--- src/rtl/ddr_init_seq.sv ---
module ddr_init_seq #(
  parameter int PWRUP_CYC    = 25000,
  parameter int T_RP         = 3,
  parameter int T_MRD        = 2,
  parameter int T_RFC        = 9,
  parameter int DLL_LOCK_CYC = 200,
  parameter int ADDR_W       = 13,
  parameter int BA_W         = 2,
  parameter logic [2:0] BL_CODE = 3'b010,
  parameter logic       BT_SEL  = 1'b0,
  parameter logic [2:0] CL_CODE = 3'b010,
  parameter logic [ADDR_W-1:0] EXT_MODE = '0
) (
  input  logic              clk,
  input  logic              rst,
  output logic              cke,
  output logic              cs_n,
  output logic              ras_n,
  output logic              cas_n,
  output logic              we_n,
  output logic [BA_W-1:0]   ba,
  output logic [ADDR_W-1:0] addr,
  output logic              init_done
);

  localparam int M1      = (T_RP > T_MRD) ? T_RP : T_MRD;
  localparam int M2      = (M1 > T_RFC) ? M1 : T_RFC;
  localparam int MAXLEN  = (M2 > PWRUP_CYC) ? M2 : PWRUP_CYC;
  localparam int CNT_W   = $clog2(MAXLEN + 1);
  localparam int LK_W    = $clog2(DLL_LOCK_CYC + 1);
  localparam logic [ADDR_W-1:0] MODE_WORD = ADDR_W'({CL_CODE, BT_SEL, BL_CODE});
  localparam logic [ADDR_W-1:0] DLL_RST   = ADDR_W'(1) << 8;
  localparam logic [ADDR_W-1:0] ALL_BANKS = ADDR_W'(1) << 10;

  localparam logic [3:0] C_NOP = 4'b0111;
  localparam logic [3:0] C_PRE = 4'b0010;
  localparam logic [3:0] C_REF = 4'b0001;
  localparam logic [3:0] C_LMR = 4'b0000;

  typedef enum logic [3:0] {
    S_WAIT, S_WAKE, S_PRE1, S_EMR, S_MRS_RST,
    S_PRE2, S_REF1, S_REF2, S_MRS_RUN, S_DONE
  } st_t;

  st_t              st;
  logic [CNT_W-1:0] cnt;
  logic [LK_W-1:0]  lk;
  int               seg_len;
  logic             seg_last;
  logic [3:0]       cmd;

  always_comb begin
    case (st)
      S_WAIT:                  seg_len = PWRUP_CYC;
      S_PRE1, S_PRE2:          seg_len = T_RP;
      S_EMR, S_MRS_RST,
      S_MRS_RUN:               seg_len = T_MRD;
      S_REF1, S_REF2:          seg_len = T_RFC;
      default:                 seg_len = 1;
    endcase
  end

  assign seg_last = (cnt == CNT_W'(seg_len - 1));

  always_ff @(posedge clk) begin
    if (rst) begin
      st  <= S_WAIT;
      cnt <= '0;
      lk  <= '0;
    end else begin
      if (st != S_DONE) begin
        if (seg_last) begin
          st  <= st_t'(st + 4'd1);
          cnt <= '0;
        end else begin
          cnt <= cnt + 1'b1;
        end
      end
      if (st >= S_MRS_RST && lk != LK_W'(DLL_LOCK_CYC))
        lk <= lk + 1'b1;
    end
  end

  always_comb begin
    cmd  = C_NOP;
    ba   = '0;
    addr = '0;
    if (cnt == '0) begin
      case (st)
        S_PRE1, S_PRE2: begin
          cmd  = C_PRE;
          addr = ALL_BANKS;
        end
        S_EMR: begin
          cmd  = C_LMR;
          ba   = BA_W'(1);
          addr = EXT_MODE;
        end
        S_MRS_RST: begin
          cmd  = C_LMR;
          addr = MODE_WORD | DLL_RST;
        end
        S_REF1, S_REF2: cmd = C_REF;
        S_MRS_RUN: begin
          cmd  = C_LMR;
          addr = MODE_WORD;
        end
        default: cmd = C_NOP;
      endcase
    end
  end

  assign {cs_n, ras_n, cas_n, we_n} = cmd;
  assign cke       = (st != S_WAIT);
  assign init_done = (st == S_DONE) && (lk == LK_W'(DLL_LOCK_CYC));

endmodule

--- config.mk ---
export PLATFORM = sky130hd
export DESIGN_NAME = ddr_init_seq
export DESIGN_NICKNAME = d
export VERILOG_FILES = /design/src/rtl/ddr_init_seq.sv
export SDC_FILE = /design/constraint.sdc
export NUM_CORES = 1
export LEC_CHECK = 0
export BUFFER_PORTS_ARGS = -buffer_cell sky130_fd_sc_hd__buf_4
export CAP_MARGIN = 10
export CORE_UTILIZATION = 45
export CTS_CLUSTER_SIZE = 30
export DETAILED_ROUTE_END_ITERATION = 7
export SYNTH_ARGS = -nofsm -noshare
export SYNTH_HDL_FRONTEND = slang
export SYNTH_SLANG_ARGS = --single-unit
--- constraint.sdc ---
create_clock -name clk -period 4.9 [get_ports clk]
set_clock_uncertainty 0.2 [all_clocks]
set_input_delay 0.98 -clock clk [delete_from_list [all_inputs] [get_ports clk]]
set_output_delay 0.98 -clock clk [all_outputs]
set_load 0.02 [all_outputs]
==> metrics <==
die extent in x=69.4 um; number of logic stages on the critical path including buffering=16; maximum clock frequency=281 MHz; number of input and output port buffers inserted=11; number of filler instances in the final layout=404; share of flip-flops with an asynchronous set or reset after synthesis=0%; Critical Path End Type=register; maximum number of pins on one net before global-route repair=16; initial antenna violation count=0; Critical path buffers and inverters=3; routed wire length=3950 um; final number of hold-violating endpoints=0; required time at the endpoint of the critical path=between 4 and 5 ns; utilization after layout=50.0%; wire length of the first global-routing pass=6840 um; post-DP HPWL=2980 um; pwr/cell area=220 nW/um2; hold-critical path depth=2; DIE AREA=4820 um2; cts hold-fix bufs=0; number of resized instances in the post-cts repair step=0; height of the die=roughly 69 um; post-route standard cell area excluding fillers=about 2200 um2; fraction of final layout cells sized beyond drive strength 1=11.3%; setup TNS=0 ns; syn avg cell area=8.22 um2; Max Cap Viol=0; Post-Synthesis Cell Area=2050 um2; kind of critical path=reg2reg; TritonCTS clock tree=done; delay of the slowest cell on the worst path=0.43 ns; # nets final=between 200 and 300; routed length per instance=12.8 um; final weighted congestion in routability-driven placement=0.871; placement row count=24; Slowest-stage cell, CP=or3b_4; critical path startpoint category=register; cell breakdown of the critical path=inv_1 -> ha_1 -> or3b_4 -> ha_1 -> xor2_1 -> a211oi_2 -> o311ai_2 -> nor3_2 -> nor2_1 -> a21oi_1 -> nor2_1 -> inv_1 -> ha_1 -> inv_1 -> and2_1 -> a211oi_2; number of design-rule violations left by the first detailed-router iteration=102; library cell occupying the most area in the post-synthesis netlist=dfxtp_1; flip-flop cell with the highest count after synthesis=dfxtp_1; via count of the first global-routing pass=around 1.5k; Yosys warnings=0; Clock Tree Buf Depth=2; Top Family by Delay on Critical Path=simple AND/OR/NAND/NOR gates; Critical R2R Launch=seg_len[0]; Detail Route Antenna Nets=0; Via-to-Cell Ratio=5.12; Max Transition Viols Final=0; post-CTS setup buffer count=0; part of the Yosys area used for sequential elements=30.3%; static leakage power=0.875 nW; outcome=finished clean; root buffer selected by CTS=clkbuf_8; worst reg-to-reg path cell count=16; hold_sp=lk[7]; number of different library cells in the post-synthesis netlist=43; first-pass iteration count of the detailed router=7; Max rail drop VDD=0.0847 mV; Worst slew margin=64.1%; post-layout minimum cycle time=approximately 3.6 ns; detailed-route DRC error count=0; register bit count reported by yosys=31; cells after synthesis=~250; area post-placement=roughly 2100 um2; Worst Tran Pin Value=0.538 ns; global-route total usage across every layer=17.9%; portion of synthesized cell area occupied by the leading cell type=30.3%; total clock buffers created by CTS=5; clock insertion delay at the later pin of the skew report=0.28 ns; Layout Area Growth over Synthesis=6.36%; initial core utilization=47.0%; top cells by area in the synthesized netlist=dfxtp_1, ha_1, nor2_1, xor2_1, xnor2_1; sum of overflow across all layers after global routing=0; Core ar.=around 4400 um2; I/O pin count=23; TritonCTS sink count=31; endpoints failing setup=0; largest fanout of any net on the critical path=5; CTS H-tree depth=2; via count=1,583; clock transition at the register clock pins on the worst setup and hold paths after CTS=0.07 ns; Worst Hold Class=reg2reg; n_diodes=0; unrepaired setup endpoints after global routing=no; Data arrival, critical path=3.58 ns; Crit. Startpoint=seg_len[0]; number of synthesized flops with an enable pin=0; final critical-path share of the clock period=72.7%
## synthesized netlist by cell type, drive strengths merged, types with 2 or more instances
master and number:
nand2 13, nor2b 2, a211oi 2, buf 16, or2 3, and3 4
dfxtp 31, xor2 18, nand4 7, nand2b 3, a21oi 4, nor3 5
ha 14, clkbuf 5, o21ai 3, nor2 43, mux2i 6, inv 17
nand3 13, xnor2 15, nor4 8
## state kept, by name (all words and copies together), names as in the netlist
| register | flops |
|---|---|
| st | 4 |
| seg_len | 4 |
| lk | 8 |
| cnt | 15 |
## tightest hold or removal path: stages (launching register included)
cell	delay [ns]
dfxtp_1	0.34
xor2_1	0.07
nor2_1	0.07
## final cells by class
class,instances,area (um2),area share (%)
clock buffer,6,72.6,3.34
clock inverter,2,12.5,0.575
inverter,17,63.8,2.93
multi-input combinational,190,1260,57.8
sequential,31,621,28.5
tap,52,65.1,2.99
timing repair buffer,11,82.6,3.80
## report_power, final
group          internal, mW  leakage, nW  total [mW]  switching, mW
logic               0.00666        0.583      0.0253         0.0186
clock network        0.0990       0.0412       0.195         0.0961
registers             0.254        0.250       0.257        0.00314
total                 0.360        0.875       0.478          0.118
## per-layer routing
metal / part of all wire [%] / GRT usage, % / up-vias / wire [um]
met5: 0 / 0 / - / 0
met4: 1.3 / 7.03 / 0 / 53
met3: 3.8 / 4.80 / 6 / 149
met2: 46 / 28.2 / 26 / 1820
met1: 49 / 23.3 / 730 / 1920
li1: - / - / 821 / -
## per-stage QoR
stage	setup slack, ns	hold WS [ns]	cells	total power, mW
2_1_floorplan	1.66	0.279	259	0.291
3_3_place_gp	1.53	0.302	301	0.288
3_5_place_dp	1.40	0.308	301	0.288
4_1_cts	1.36	0.325	309	0.486
5_1_grt	1.04	0.372	309	0.501
6_report	1.34	0.314	309	0.478
## cells by family (layout without fill, tap and decap cells)
| kind of cell | after synthesis | in the layout | synth area share, % |
|---|---|---|---|
| xor gates and xnor gates | 33 | 33 | 14.1 |
| other | 1 | 11 | 0.183 |
| DFF | 31 | 31 | 30.3 |
| muxes | 7 | 7 | 3.67 |
| adders and majority gates | 14 | 14 | 8.56 |
| AOI/OAI and AO/OA | 16 | 16 | 6.18 |
| and+or+nand+nor | 109 | 109 | 27.0 |
| buffers and inverters | 38 | 36 | 9.97 |
## path summary, 6_finish.rpt
kind | endpoint | slack [ns]
worst max-delay path | seg_len[3] | 1.34
worst min-delay path | lk[7] | 0.31
worst max register to register | seg_len[3] | 1.34
worst min register to register | lk[7] | 0.31
## placed cells by master (no fill, tap or decap), drive strengths merged, types with 4 or more instances in the layout
cell type  instances
a21oi              4
xor2              18
nor4               8
nand2             13
clkbuf             6
inv               17
mux2i              6
and3               4
buf               11
nand4              7
nand3             13
conb              11
dfxtp             31
nor2              43
ha                14
nor3               5
xnor2             15
Power figures use the tool's default switching activity.
